### src/rtl/legacy_dma_pkg.sv
package legacy_dma_pkg;

    typedef enum logic [3:0] {
        PK_NONE,
        PK_ADDR,
        PK_CNT,
        PK_PAGE,
        PK_STAT_CMD,
        PK_REQ,
        PK_SMASK,
        PK_MODE,
        PK_CLRFF,
        PK_MRST,
        PK_CLRMASK,
        PK_ALLMASK
    } port_kind_e;

    typedef enum logic {
        PTR_LO,
        PTR_HI
    } ptr_state_e;

endpackage

### src/rtl/legacy_dma_byteptr.sv
module legacy_dma_byteptr
    import legacy_dma_pkg::*;
(
    input  logic clk,
    input  logic rst_n,
    input  logic step_i,
    input  logic clear_i,
    output logic hi_o
);

    ptr_state_e state_q, state_d;

    always_comb begin
        state_d = state_q;
        if (clear_i) begin
            state_d = PTR_LO;
        end else if (step_i) begin
            unique case (state_q)
                PTR_LO: state_d = PTR_HI;
                PTR_HI: state_d = PTR_LO;
            endcase
        end
    end

    always_ff @(posedge clk or negedge rst_n) begin
        if (!rst_n) state_q <= PTR_LO;
        else        state_q <= state_d;
    end

    always_comb hi_o = (state_q == PTR_HI);

    AST_PTR_STEP: assert property (@(posedge clk) disable iff (!rst_n)
        (step_i && !clear_i) |=> (hi_o != $past(hi_o)));
    AST_PTR_CLEAR: assert property (@(posedge clk) disable iff (!rst_n)
        clear_i |=> !hi_o);

endmodule

### src/rtl/legacy_dma_chan.sv
module legacy_dma_chan #(
    parameter int DATA_W = 8
) (
    input  logic                  clk,
    input  logic                  rst_n,
    input  logic                  wr_addr_i,
    input  logic                  wr_cnt_i,
    input  logic                  wr_page_i,
    input  logic                  wr_mode_i,
    input  logic                  hi_i,
    input  logic [DATA_W-1:0]     wdata_i,
    output logic [2*DATA_W-1:0]   base_addr_o,
    output logic [2*DATA_W-1:0]   cur_addr_o,
    output logic [2*DATA_W-1:0]   base_cnt_o,
    output logic [2*DATA_W-1:0]   cur_cnt_o,
    output logic [DATA_W-1:0]     page_o,
    output logic [DATA_W-3:0]     mode_o
);

    localparam int WIDE_W = 2 * DATA_W;

    logic [WIDE_W-1:0] base_addr_q, cur_addr_q, base_cnt_q, cur_cnt_q;
    logic [DATA_W-1:0] page_q;
    logic [DATA_W-3:0] mode_q;

    always_ff @(posedge clk or negedge rst_n) begin
        if (!rst_n) begin
            base_addr_q <= '0;
            cur_addr_q  <= '0;
            base_cnt_q  <= '0;
            cur_cnt_q   <= '0;
            page_q      <= '0;
            mode_q      <= '0;
        end else begin
            if (wr_addr_i) begin
                if (hi_i) begin
                    base_addr_q[WIDE_W-1:DATA_W] <= wdata_i;
                    cur_addr_q[WIDE_W-1:DATA_W]  <= wdata_i;
                end else begin
                    base_addr_q[DATA_W-1:0] <= wdata_i;
                    cur_addr_q[DATA_W-1:0]  <= wdata_i;
                end
            end
            if (wr_cnt_i) begin
                if (hi_i) begin
                    base_cnt_q[WIDE_W-1:DATA_W] <= wdata_i;
                    cur_cnt_q[WIDE_W-1:DATA_W]  <= wdata_i;
                end else begin
                    base_cnt_q[DATA_W-1:0] <= wdata_i;
                    cur_cnt_q[DATA_W-1:0]  <= wdata_i;
                end
            end
            if (wr_page_i) page_q <= wdata_i;
            if (wr_mode_i) mode_q <= wdata_i[DATA_W-1:2];
        end
    end

    assign base_addr_o = base_addr_q;
    assign cur_addr_o  = cur_addr_q;
    assign base_cnt_o  = base_cnt_q;
    assign cur_cnt_o   = cur_cnt_q;
    assign page_o      = page_q;
    assign mode_o      = mode_q;

    AST_ADDR_PAIR: assert property (@(posedge clk) disable iff (!rst_n)
        wr_addr_i |=> (base_addr_o == cur_addr_o));
    AST_CNT_PAIR: assert property (@(posedge clk) disable iff (!rst_n)
        wr_cnt_i |=> (base_cnt_o == cur_cnt_o));
    AST_PAGE_LOAD: assert property (@(posedge clk) disable iff (!rst_n)
        wr_page_i |=> (page_o == $past(wdata_i)));

endmodule

### src/rtl/legacy_dma_ctrl.sv
module legacy_dma_ctrl #(
    parameter int NUM_CH = 4,
    parameter int DATA_W = 8
) (
    input  logic                      clk,
    input  logic                      rst_n,
    input  logic                      soft_rst_i,
    input  logic                      cmd_we_i,
    input  logic                      req_we_i,
    input  logic                      smask_we_i,
    input  logic                      allmask_we_i,
    input  logic                      clrmask_we_i,
    input  logic                      stat_rd_i,
    input  logic [$clog2(NUM_CH)-1:0] sel_i,
    input  logic                      set_i,
    input  logic [DATA_W-1:0]         wdata_i,
    input  logic [NUM_CH-1:0]         tc_i,
    output logic [DATA_W-1:0]         cmd_o,
    output logic [NUM_CH-1:0]         mask_o,
    output logic [NUM_CH-1:0]         req_o,
    output logic [2*NUM_CH-1:0]       stat_o
);

    logic [DATA_W-1:0] cmd_q;
    logic [NUM_CH-1:0] mask_q, req_q, flag_q, flag_clr, flag_d;

    always_comb begin
        flag_clr = '0;
        if (stat_rd_i || allmask_we_i || clrmask_we_i) flag_clr = '1;
        if (smask_we_i && !set_i) flag_clr[sel_i] = 1'b1;
        flag_d = (flag_q & ~flag_clr) | tc_i;
    end

    always_ff @(posedge clk or negedge rst_n) begin
        if (!rst_n) begin
            cmd_q  <= '0;
            mask_q <= '1;
            req_q  <= '0;
            flag_q <= '0;
        end else if (soft_rst_i) begin
            cmd_q  <= '0;
            mask_q <= '1;
            req_q  <= '0;
            flag_q <= '0;
        end else begin
            flag_q <= flag_d;
            if (cmd_we_i) cmd_q <= wdata_i;
            if (req_we_i) req_q[sel_i] <= set_i;
            if (smask_we_i) mask_q[sel_i] <= set_i;
            else if (clrmask_we_i) mask_q <= '0;
            else if (allmask_we_i) mask_q <= wdata_i[NUM_CH-1:0];
        end
    end

    assign cmd_o  = cmd_q;
    assign mask_o = mask_q;
    assign req_o  = req_q;
    assign stat_o = {req_q, flag_q};

    AST_SOFT_RST: assert property (@(posedge clk) disable iff (!rst_n)
        soft_rst_i |=> (mask_o == '1 && cmd_o == '0 && req_o == '0));
    AST_STAT_RD_CLR: assert property (@(posedge clk) disable iff (!rst_n)
        (stat_rd_i && tc_i == '0) |=> (stat_o[NUM_CH-1:0] == '0));
    AST_STAT_HI_KEEP: assert property (@(posedge clk) disable iff (!rst_n)
        (stat_rd_i && !soft_rst_i && !req_we_i) |=> $stable(stat_o[2*NUM_CH-1:NUM_CH]));
    AST_TC_SET: assert property (@(posedge clk) disable iff (!rst_n)
        (tc_i != '0 && !soft_rst_i) |=> ((stat_o[NUM_CH-1:0] & $past(tc_i)) == $past(tc_i)));

endmodule

### src/rtl/legacy_dma_regs.sv
module legacy_dma_regs
    import legacy_dma_pkg::*;
#(
    parameter int NUM_CH = 4,
    parameter int DATA_W = 8,
    parameter int ADDR_W = 5
) (
    input  logic                           clk,
    input  logic                           rst_n,
    input  logic [ADDR_W-1:0]              port_addr,
    input  logic                           wr_en,
    input  logic [DATA_W-1:0]              wr_data,
    input  logic                           rd_en,
    output logic [DATA_W-1:0]              rd_data,
    input  logic [NUM_CH-1:0]              tc_in,
    output logic [DATA_W-1:0]              cmd_o,
    output logic [NUM_CH-1:0]              mask_o,
    output logic [NUM_CH-1:0]              req_o,
    output logic [NUM_CH*(DATA_W-2)-1:0]   mode_o,
    output logic [NUM_CH*DATA_W-1:0]       page_o,
    output logic [NUM_CH*2*DATA_W-1:0]     base_addr_o,
    output logic [NUM_CH*2*DATA_W-1:0]     base_cnt_o
);

    localparam int CH_W   = $clog2(NUM_CH);
    localparam int WIDE_W = 2 * DATA_W;
    localparam int MODE_W = DATA_W - 2;

    port_kind_e      kind;
    logic [CH_W-1:0] chan;
    logic            rd_go, ptr_hi, ptr_step, ptr_clear;
    logic [2*NUM_CH-1:0] stat;
    logic [DATA_W-1:0]   rd_d;

    logic [WIDE_W-1:0] cur_addr_a [NUM_CH];
    logic [WIDE_W-1:0] cur_cnt_a  [NUM_CH];
    logic [DATA_W-1:0] page_a     [NUM_CH];

    always_comb begin
        kind = PK_NONE;
        chan = '0;
        if (!port_addr[4]) begin
            if (!port_addr[3]) begin
                chan = port_addr[CH_W:1];
                kind = port_addr[0] ? PK_CNT : PK_ADDR;
            end else begin
                unique case (port_addr[2:0])
                    3'd0: kind = PK_STAT_CMD;
                    3'd1: kind = PK_REQ;
                    3'd2: kind = PK_SMASK;
                    3'd3: kind = PK_MODE;
                    3'd4: kind = PK_CLRFF;
                    3'd5: kind = PK_MRST;
                    3'd6: kind = PK_CLRMASK;
                    3'd7: kind = PK_ALLMASK;
                endcase
            end
        end else if (port_addr[3:2] == 2'b00) begin
            chan = port_addr[CH_W-1:0];
            kind = PK_PAGE;
        end
    end

    assign rd_go     = rd_en && !wr_en;
    assign ptr_step  = (wr_en || rd_go) && (kind == PK_ADDR || kind == PK_CNT);
    assign ptr_clear = wr_en && (kind == PK_CLRFF || kind == PK_MRST);

    legacy_dma_byteptr u_ptr (
        .clk     (clk),
        .rst_n   (rst_n),
        .step_i  (ptr_step),
        .clear_i (ptr_clear),
        .hi_o    (ptr_hi)
    );

    legacy_dma_ctrl #(.NUM_CH(NUM_CH), .DATA_W(DATA_W)) u_ctrl (
        .clk          (clk),
        .rst_n        (rst_n),
        .soft_rst_i   (wr_en && kind == PK_MRST),
        .cmd_we_i     (wr_en && kind == PK_STAT_CMD),
        .req_we_i     (wr_en && kind == PK_REQ),
        .smask_we_i   (wr_en && kind == PK_SMASK),
        .allmask_we_i (wr_en && kind == PK_ALLMASK),
        .clrmask_we_i (wr_en && kind == PK_CLRMASK),
        .stat_rd_i    (rd_go && kind == PK_STAT_CMD),
        .sel_i        (wr_data[CH_W-1:0]),
        .set_i        (wr_data[2]),
        .wdata_i      (wr_data),
        .tc_i         (tc_in),
        .cmd_o        (cmd_o),
        .mask_o       (mask_o),
        .req_o        (req_o),
        .stat_o       (stat)
    );

    for (genvar c = 0; c < NUM_CH; c++) begin : g_chan
        logic [WIDE_W-1:0] base_addr_w, base_cnt_w;
        logic [MODE_W-1:0] mode_w;

        legacy_dma_chan #(.DATA_W(DATA_W)) u_chan (
            .clk         (clk),
            .rst_n       (rst_n),
            .wr_addr_i   (wr_en && kind == PK_ADDR && chan == c),
            .wr_cnt_i    (wr_en && kind == PK_CNT  && chan == c),
            .wr_page_i   (wr_en && kind == PK_PAGE && chan == c),
            .wr_mode_i   (wr_en && kind == PK_MODE && wr_data[CH_W-1:0] == c),
            .hi_i        (ptr_hi),
            .wdata_i     (wr_data),
            .base_addr_o (base_addr_w),
            .cur_addr_o  (cur_addr_a[c]),
            .base_cnt_o  (base_cnt_w),
            .cur_cnt_o   (cur_cnt_a[c]),
            .page_o      (page_a[c]),
            .mode_o      (mode_w)
        );

        assign base_addr_o[c*WIDE_W +: WIDE_W] = base_addr_w;
        assign base_cnt_o[c*WIDE_W +: WIDE_W]  = base_cnt_w;
        assign page_o[c*DATA_W +: DATA_W]      = page_a[c];
        assign mode_o[c*MODE_W +: MODE_W]      = mode_w;
    end

    always_comb begin
        rd_d = '1;
        unique case (kind)
            PK_ADDR:     rd_d = ptr_hi ? cur_addr_a[chan][WIDE_W-1:DATA_W] : cur_addr_a[chan][DATA_W-1:0];
            PK_CNT:      rd_d = ptr_hi ? cur_cnt_a[chan][WIDE_W-1:DATA_W]  : cur_cnt_a[chan][DATA_W-1:0];
            PK_PAGE:     rd_d = page_a[chan];
            PK_STAT_CMD: rd_d = DATA_W'(stat);
            default:     rd_d = '1;
        endcase
    end

    always_ff @(posedge clk or negedge rst_n) begin
        if (!rst_n)     rd_data <= '0;
        else if (rd_go) rd_data <= rd_d;
    end

    AST_UNMAPPED_RD: assert property (@(posedge clk) disable iff (!rst_n)
        (rd_go && !(kind inside {PK_ADDR, PK_CNT, PK_PAGE, PK_STAT_CMD})) |=> (rd_data == '1));
    AST_PAGE_NO_STEP: assert property (@(posedge clk) disable iff (!rst_n)
        ((wr_en || rd_go) && kind == PK_PAGE) |=> $stable(ptr_hi));

endmodule

### config.mk
export PLATFORM = sky130hd
export DESIGN_NAME = legacy_dma_regs
export DESIGN_NICKNAME = d
export VERILOG_FILES = /design/src/rtl/legacy_dma_pkg.sv /design/src/rtl/legacy_dma_byteptr.sv /design/src/rtl/legacy_dma_chan.sv /design/src/rtl/legacy_dma_ctrl.sv /design/src/rtl/legacy_dma_regs.sv
export SDC_FILE = /design/constraint.sdc
export NUM_CORES = 1
export LEC_CHECK = 0
export ABC_AREA = 0
export CAP_MARGIN = 20
export CORE_AREA = 2 2 144 146
export CTS_BUF_LIST = sky130_fd_sc_hd__clkbuf_16
export CTS_CLUSTER_DIAMETER = 100
export DETAILED_ROUTE_END_ITERATION = 10
export DIE_AREA = 0 0 146 148
export PLACE_DENSITY = 0.8
export SLEW_MARGIN = 20
export SYNTH_ARGS = -nofsm -noshare
export SYNTH_HDL_FRONTEND = slang
export SYNTH_SLANG_ARGS = --single-unit
### constraint.sdc
create_clock -name clk -period 2.18 [get_ports clk]
set_input_delay 0.436 -clock clk [delete_from_list [all_inputs] [get_ports clk]]
set_output_delay 0.436 -clock clk [all_outputs]
set_load 0.03 [all_outputs]
==> flow_summary_export.csv, run 1 <==
group,metric,value,unit
timing,finClkSkew,0.0247,ns
floorplan,fp.dieW,146,um
synth,syn_inst,868,
cts,path_clk_slew,0.06,ns
floorplan,die_area,21600,um^2
setup_path,path_buf_inv,1,
synth,synth-seq-cells,213,
power_and_ir_drop,p_per_area,911,nW/um^2
cts,ctsHtreeMaxLevel,1,
place,port_buffers,228,
timing,worst_pin_slew,0.552,ns
setup_path,cp.arrival,1.71,ns
floorplan,initial_core_util,49.9,%
synth,ys.flop_type,"dfrtp_1",
timing,fmax,466,MHz
timing,post-route-period-util,98.5,%
cells_and_area,final_util,72.7,%
cells_and_area,drive_gt1_share,32.0,%
power_and_ir_drop,power,13300,uW
cells_and_area,area_growth,45.8,%
global_routing,grt_use_total,32.2,%
timing,max_slew_margin,62.9,%
synth,avgSynthCellArea,11.5,um^2
timing,hold_violations,0,
setup_path,endpoint_kind,"output port",
routing,num_vias,9084,
synth,synth-edff-count,0,
global_routing,grt_remaining_overflow,0,
floorplan,die_h,148,um
synth,yosysSeqAreaShare,53.4,%
setup_path,cp_top_family,"buffers and inverters",
cells_and_area,diodes,0,
power_and_ir_drop,ir_drop,0.712,mV
timing,setup-violations-final,0,
setup_path,cp_num_cells,1,
place,hpwl,25500,um
place,place_area,13600,um^2
min_path,min_path_type,"in -> async",
setup_path,slowest_delay,0.75,ns
cts,clockBufferDepth,3,
routing,drt_iter0_markers,1029,
status,run_status,"completed",
cts,cts_tree,"built",
floorplan,num_io_pins,229,
global_routing,grt_max_degree,53,
routing,via_per_inst,6.02,
setup_path,rr_worst_depth,7,
synth,yosysTopAreaCell,"dfrtp_1",
setup_path,critPathSlowestCell,"clkdlybuf4s50_1",
routing,drtAntennaViolNets,0,
power_and_ir_drop,p_leak,0.00652,uW
timing,period_needed,2.15,ns
cells_and_area,final_common_cell,"clkdlybuf4s50_1",
setup_path,cp.required,1.74,ns
timing,slew_viol_final,0,
setup_path,cp_cell_sequence,"clkdlybuf4s50_1",
synth,synth_nets,889,
cells_and_area,final_area,14600,um^2
synth,yosys.area.top_type_share,52.3,%
synth,synthesis.area,10000,um^2
setup_path,path_class,"reg -> out",
synth,yosysWarningCount,0,
global_routing,antenna_found_initial,0,
cts,cts.sinks,213,
place,placed_cells_incl_taps,1461,
setup_path,path_max_fanout,4,
cells_and_area,final_nets,1243,
synth,synth.distinct_cells,64,
cells_and_area,finalNonFillerCells,1509,
timing,rsz0062_at_grt,"no",
setup_path,worstSetupStartpointType,"flip-flop",
global_routing,grt_pass1_vias,9100,
routing,drc,0,
routing,dr.pass1.iters,5,
global_routing,grt_pass1_wl,53600,um
floorplan,coreArea,20000,um^2
synth,yosys-top-cells-area,"dfrtp_1 (52%), mux2_2 (19%), nand2_1 (2.9%)",
routing,drt-total-wl,35700,um
cells_and_area,layout_common_cells,"clkdlybuf4s50_1 (222), dfrtp_1 (209), mux2_2 (167), buf_4 (148), nand2_1 (78)",
cts,cts_inserted_buffers,23,
routing,wl_per_cell,23.6,um
cts,cts.root.buffer_cell,"clkbuf_16",
run,cap_violations,0,
cts,worstSkewPairLatency,0.53,ns
place,gp_congestion,0.983,
floorplan,num_rows,52,
synth,async_reset_ff_share,100,%
[cells by family (layout without fill, tap and decap cells)]
logic type,count (synthesis),in the layout,share of synthesized area [%]
simple gates,209,209,10.4
mux,187,187,20.9
xor+xnor,1,1,0.0876
buf+inv,65,436,2.98
flops,213,213,53.4
compound gates,193,193,12.3
[flip-flops by register name, summed over array words and instances, names as in the netlist]
signal and count:
g_chan.u_chan.cur_addr_o 24, rd_data 8, u_ctrl.flag_q 4, g_chan.u_chan.page_o 32
u_ptr.hi_o 1, u_ctrl.req_o 4, g_chan.u_chan.mode_o 24, u_ctrl.mask_o 4
g_chan.u_chan.base_addr_o 40, g_chan.u_chan.base_cnt_o 40, g_chan.u_chan.cur_cnt_o 24, u_ctrl.cmd_o 8
[cell usage after synthesis (3+ instances only)]
master,count
and2_1,8
clkbuf_1,36
a221oi_1,6
nor2b_1,7
o21ai_1,5
buf_4,8
inv_1,4
o21a_1,4
and3_1,4
or3_1,3
a21o_1,4
o31ai_1,3
o211ai_1,3
a21oi_1,38
o22ai_1,21
nor3_1,16
nand3_1,26
o2111a_1,3
dfrtp_1,209
nand2b_1,7
buf_2,13
nand2_1,78
dfstp_2,4
a2111oi_0,8
o221ai_1,6
a31oi_1,13
o21ai_0,51
and4_1,3
a211oi_1,13
mux2i_1,16
nor2_1,40
mux2_2,167
mux2_1,4
[per-layer routing]
layer	wire, um	track usage, %
met1	14300	43.7
met2	16600	50.6
met3	3170	6.48
met4	1650	14.3
met5	0	0
[layout make-up]
| class | count | area, um^2 |
|---|---|---|
| repair buffers | 389 | 3620 |
| multi-input cells | 590 | 4490 |
| clock inverters | 19 | 194 |
| well taps | 270 | 338 |
| flip-flops and latches | 213 | 5340 |
| inverters | 5 | 18.8 |
| fillers | 1392 | 5470 |
| clock buffers | 23 | 576 |
[through the flow]
stage | hold WS [ns] | TNS (ns) | setup slack, ns
detailed placement | 0.425 | -81.25 | -0.691
finish | 0.441 | 0 | 0.0336
CTS | 0.447 | 0 | 0.00235
global route | 0.459 | 0 | 0.00709
global placement | 0.421 | -76.14 | -0.606
floorplan | 0.140 | 0 | 0.0787
[timing repair]
item | in CTS | in global routing
pin swaps | 4 | 5
hold buffers | 1 | 0
hold endpoints to repair | 46 | 0
gates resized for setup | 14 | 24
setup endpoints to repair | 8 | 57
setup buffers | 4 | 1
[worst paths after layout]
path,startpoint,end,slack (ns)
worst max-delay path,g_chan[3].u_chan.cur_addr_o[11],base_addr_o[59],0.03
worst min register to register,g_chan[1].u_chan.mode_o[2],g_chan[1].u_chan.mode_o[2],0.51
min in group clk,g_chan[1].u_chan.mode_o[2],g_chan[1].u_chan.mode_o[2],0.51
worst max register to register,g_chan[1].u_chan.base_addr_o[7],rd_data[7],0.27
max in group asynchronous,rst_n,u_ctrl.mask_o[1],1.04
worst min-delay path,rst_n,g_chan[0].u_chan.base_addr_o[10],0.44
[power breakdown]
group	leakage, uW	internal (uW)	switching, uW	total (uW)
Combinational	0.00336	1780	2280	4060
Sequential	0.00279	4580	639	5220
Clock	0.000376	2300	1700	4010
Note: power is estimated with default switching activity, not from simulation.
==> run 2: changes to the inputs <==
Settings changed: CORE_AREA 2 2 144 146 to 2 2 118 177, DIE_AREA 0 0 146 148 to 0 0 120 179.
==> flow_summary_export.csv, run 2 (same netlist as run 1, synthesis figures left out) <==
group,metric,value,unit
status,run_status,"completed",
place,gp_congestion,0.940,
cts,path_clk_slew,0.06,ns
cells_and_area,area_growth,46.4,%
setup_path,cp_num_cells,10,
cts,cts_tree,"built",
setup_path,rrSetupSlack,0.31,ns
setup_path,cp_top_family,"buffers and inverters",
setup_path,slowest_delay,0.41,ns
cts,cts_inserted_buffers,21,
setup_path,r2r_start,"u_ptr.hi_o",
timing,setup-violations-final,0,
cts,worstSkewPairLatency,0.50,ns
floorplan,die_h,179,um
run,cap_violations,0,
routing,wl_per_cell,23.2,um
place,place_ws,-0.857,ns
floorplan,num_rows,64,
routing,drtAntennaViolNets,0,
timing,hold_violations,0,
setup_path,cp.arrival,2.52,ns
cells_and_area,drive_gt1_share,33.9,%
timing,period_needed,2.15,ns
setup_path,cp.required,2.56,ns
cts,clockBufferDepth,3,
cells_and_area,final_nets,1235,
cts,ctsHtreeMaxLevel,1,
floorplan,coreArea,20100,um^2
global_routing,grt_pass1_vias,9133,
floorplan,initial_core_util,49.7,%
timing,post-route-period-util,98.5,%
cts,cts.root.buffer_cell,"clkbuf_16",
global_routing,grt_use_total,31.9,%
routing,num_vias,8839,
cells_and_area,layout_common_cells,"clkdlybuf4s50_1 (222), dfrtp_1 (209), mux2_2 (167), buf_4 (138), nand2_1 (77)",
timing,fmax,466,MHz
global_routing,grt_pass1_wl,52200,um
power_and_ir_drop,power,12900,uW
setup_path,cp-startpoint,"port_addr[0]",
timing,worst_pin_slew,0.712,ns
floorplan,die_area,21500,um^2
setup_path,worstSetupStartpointType,"input port",
setup_path,path_class,"in -> reg",
power_and_ir_drop,ir_drop,0.623,mV
timing,finalHoldWorstSlack,0.476,ns
setup_path,path_max_fanout,6,
routing,drc,0,
setup_path,r2r-end,"rd_data[5]",
timing,tns,0,ns
routing,via_per_inst,5.92,
timing,slew_viol_final,0,
place,hpwl,25500,um
setup_path,rr_worst_depth,6,
floorplan,num_io_pins,229,
global_routing,grt_remaining_overflow,0,
setup_path,endpoint_kind,"flip-flop",
setup_path,critPathSlowestCell,"dlygate4sd2_1",
timing,finClkSkew,0.0151,ns
cells_and_area,fill_cells,1380,
routing,drt_iter0_markers,834,
routing,drt-total-wl,34700,um
global_routing,antenna_found_initial,1,
setup_path,path_buf_inv,4,
setup_path,cp_cell_sequence,"dlygate4sd2_1 > nand3b_1 > buf_6 > buf_4 > nand2_4 > buf_4 > mux2i_1 > a21oi_1 > or3_1 > o32a_1",
timing,max_slew_margin,52.2,%
global_routing,grt_max_degree,65,
timing,worst_slack,0.0321,ns
setup_path,cp_common_cell,"buf_4",
routing,dr.pass1.iters,5,
power_and_ir_drop,p_leak,0.00648,uW
place,port_buffers,228,
cts,cts.sinks,213,
floorplan,fp.dieW,120,um
min_path,min_path_type,"in -> async",
power_and_ir_drop,p_per_area,880,nW/um^2
cells_and_area,final_common_cell,"clkdlybuf4s50_1",
==> run 2: worst max-delay path by stage <==
stage	endpoint	slack [ns]
finish	rd_data[5]	0.03
global route	rd_data[6]	-0.03
CTS	rd_data[0]	-0.006
detailed placement	rd_data[7]	-0.86
global placement	rd_data[0]	-0.81
floorplan	rd_data[5]	0.08
==> run 2: per-stage QoR <==
| stage | area, um^2 | instances | utilization (%) |
|---|---|---|---|
| 6_report | 14600 | 1493 | 72.8 |
| 3_5_place_dp | 13500 | 1448 | 67.4 |
| 2_1_floorplan | 10000 | 868 | - |
| 5_1_grt | 14600 | 1492 | 72.8 |
| 4_1_cts | 14400 | 1489 | 71.5 |
| 3_3_place_gp | 13500 | 1448 | 67.4 |
==> run 2: cell type report <==
type / instances / area [um^2] / area share [%]
repair buffers: 383 / 3580 / 24.5
multi-input cells: 590 / 4700 / 32.1
diodes: 1 / 2.50 / 0.0171
inverters: 5 / 18.8 / 0.128
flip-flops and latches: 213 / 5340 / 36.5
clock buffers: 21 / 526 / 3.59
well taps: 264 / 330 / 2.26
clock inverters: 16 / 140 / 0.957
==> run 2: worst reg2reg max path: stages, from the launching register on <==
cell	delay, ns
dfrtp_1	0.49
nor4b_2	0.22
buf_4	0.17
o21ai_1	0.11
nor3_1	0.07
or3_1	0.32
o32a_1	0.35
==> run 2: repair_timing <==
item                       in CTS  in global routing
gates resized for setup        33                 54
pin swaps                       7                 17
setup endpoints to repair      13                 18
hold endpoints to repair       59                  0
buffers inserted                3                  3
hold buffers                    1                  0
==> run 2: power by group <==
group | switching (uW) | internal, uW
combinational | 2240 | 1800
clock | 1560 | 2010
sequential | 691 | 4570
==> run 2: routing by layer <==
layer,up-vias,part of all wire (%),GRT usage (%)
li1,3878,-,-
met1,4422,36,37.2
met2,412,51,55.8
met3,127,5.9,5.09
met4,0,6.3,17.9
met5,-,0,0
==> run 3: changes to the inputs <==
Settings changed: MAX_ROUTING_LAYER set to met4.
==> flow_summary_export.csv, run 3 (same netlist as run 1, synthesis figures left out) <==
group,metric,value,unit
place,port_buffers,228,
setup_path,path_class,"reg -> out",
timing,slew_viol_final,0,
cts,cts_tree,"built",
timing,rsz0062_at_grt,"no",
cells_and_area,finalNonFillerCells,1483,
floorplan,fp.dieW,120,um
cts,path_clk_slew,0.06,ns
floorplan,num_io_pins,229,
setup_path,cp_num_cells,1,
place,placed_cells_incl_taps,1444,
power_and_ir_drop,ir_drop,0.673,mV
cells_and_area,final_common_cell,"clkdlybuf4s50_1",
setup_path,rr_worst_depth,5,
setup_path,endpoint_kind,"output port",
timing,fmax,467,MHz
setup_path,cp.required,1.74,ns
setup_path,cp_top_family,"buffers and inverters",
global_routing,antenna_found_initial,1,
place,place_ws,-0.799,ns
setup_path,cp.arrival,1.71,ns
global_routing,grt_remaining_overflow,0,
cells_and_area,final_util,71.2,%
setup_path,worstSetupStartpointType,"flip-flop",
place,hpwl,25400,um
cts,worstSkewPairLatency,0.50,ns
routing,drtAntennaViolNets,0,
timing,worst_pin_slew,0.554,ns
cells_and_area,layout_common_cells,"clkdlybuf4s50_1 (223), dfrtp_1 (209), mux2_2 (167), buf_4 (133), nand2_1 (78)",
routing,num_vias,8769,
floorplan,num_rows,64,
cts,cts.sinks,213,
global_routing,grt_max_degree,54,
global_routing,grt_pass1_wl,51900,um
place,gp_congestion,0.953,
cts,cts.root.buffer_cell,"clkbuf_16",
routing,wl_per_cell,22.7,um
routing,dr.pass1.iters,5,
timing,max_slew_margin,62.8,%
floorplan,initial_core_util,49.7,%
setup_path,path_buf_inv,1,
global_routing,grt_pass1_vias,9092,
routing,drt_iter0_markers,763,
power_and_ir_drop,p_leak,0.00638,uW
routing,drc,0,
cts,ctsHtreeMaxLevel,1,
cells_and_area,final_nets,1225,
place,place_area,13500,um^2
timing,setup-violations-final,0,
setup_path,slowest_delay,0.68,ns
timing,worst_slack,0.0366,ns
cts,post_cts_buffers,0,
timing,period_needed,2.14,ns
cells_and_area,final_area,14300,um^2
cells_and_area,drive_gt1_share,30.6,%
global_routing,grt_use_total,32.4,%
setup_path,cp_cell_sequence,"clkdlybuf4s50_1",
status,run_status,"completed",
cts,clockBufferDepth,3,
floorplan,coreArea,20100,um^2
floorplan,die_h,179,um
min_path,min_path_type,"in -> async",
cts,cts_inserted_buffers,21,
power_and_ir_drop,p_per_area,896,nW/um^2
routing,via_per_inst,5.91,
timing,finClkSkew,0.00957,ns
timing,post-route-period-util,98.3,%
run,cap_violations,0,
cells_and_area,area_growth,43.2,%
setup_path,path_max_fanout,2,
routing,drt-total-wl,33700,um
cells_and_area,fill_cells,1465,
timing,hold_violations,0,
floorplan,die_area,21500,um^2
setup_path,critPathSlowestCell,"clkdlybuf4s50_1",
-- run 3: cell types whose count changed in the layout (fill, tap and decap cells not counted), sizes merged --
cell	before	now
clkdlybuf4s50	222	223
buf	154	144
bufinv	2	3
dlymetal6s2s	2	0
clkdlybuf4s15	0	1
clkinvlp	3	1
inv	7	8
-- run 3: routing by layer --
layer	global-route usage (%)	vias to the layer above	share of wire, %
met5	-	-	0
met2	55.5	426	52
met1	36.9	4350	37
met4	17.5	0	5.6
met3	4.48	128	5.7
li1	-	3865	-
-- run 3: power breakdown --
| group | switching (uW) | internal, uW | leakage [uW] |
|---|---|---|---|
| Clock | 1530 | 2110 | 0.000346 |
| Sequential | 651 | 4580 | 0.00279 |
| Combinational | 2200 | 1750 | 0.00324 |
| Total | 4380 | 8440 | 0.00638 |
-- run 3: worst paths after layout --
kind                                                    endpoint                  startpoint  slack, ns
worst max-delay path                                   mask_o[2]            u_ctrl.mask_o[2]       0.04
worst min-delay path                             u_ctrl.cmd_o[7]                       rst_n       0.41
worst max register to register  g_chan[0].u_chan.base_addr_o[15]                  u_ptr.hi_o       0.39
worst min register to register        g_chan[3].u_chan.mode_o[2]  g_chan[3].u_chan.mode_o[2]       0.50
max in group asynchronous          g_chan[1].u_chan.cur_cnt_o[5]                       rst_n       1.06
min in group clk                      g_chan[3].u_chan.mode_o[2]  g_chan[3].u_chan.mode_o[2]       0.50
-- run 3: what timing repair did --
action | 4_1_cts | 5_1_grt
setup endpoints to repair | 14 | 21
pin swaps | 0 | 3
gates resized for setup | 19 | 9
hold buffers | 1 | 0
hold endpoints to repair | 26 | 0
-- run 3: cell type report --
| type | instances | area, um^2 | area share [%] |
|---|---|---|---|
| Antenna cell | 1 | 2.50 | 0.0175 |
| Clock buffer | 21 | 526 | 3.67 |
| Clock inverter | 16 | 154 | 1.08 |
| Inverter | 5 | 18.8 | 0.131 |
| Multi-Input combinational cell | 590 | 4450 | 31.1 |
| Sequential cell | 213 | 5340 | 37.3 |
| Tap cell | 264 | 330 | 2.31 |
| Timing Repair Buffer | 373 | 3500 | 24.5 |
-- run 3: metrics by stage --
step	hold slack (ns)	power, uW	TNS, ns
4_1_cts	0.400	12800	0
3_3_place_gp	0.353	9140	-73.74
2_1_floorplan	0.140	7200	0
3_5_place_dp	0.352	9190	-81.12
5_1_grt	0.433	13300	0
6_report	0.405	12800	0
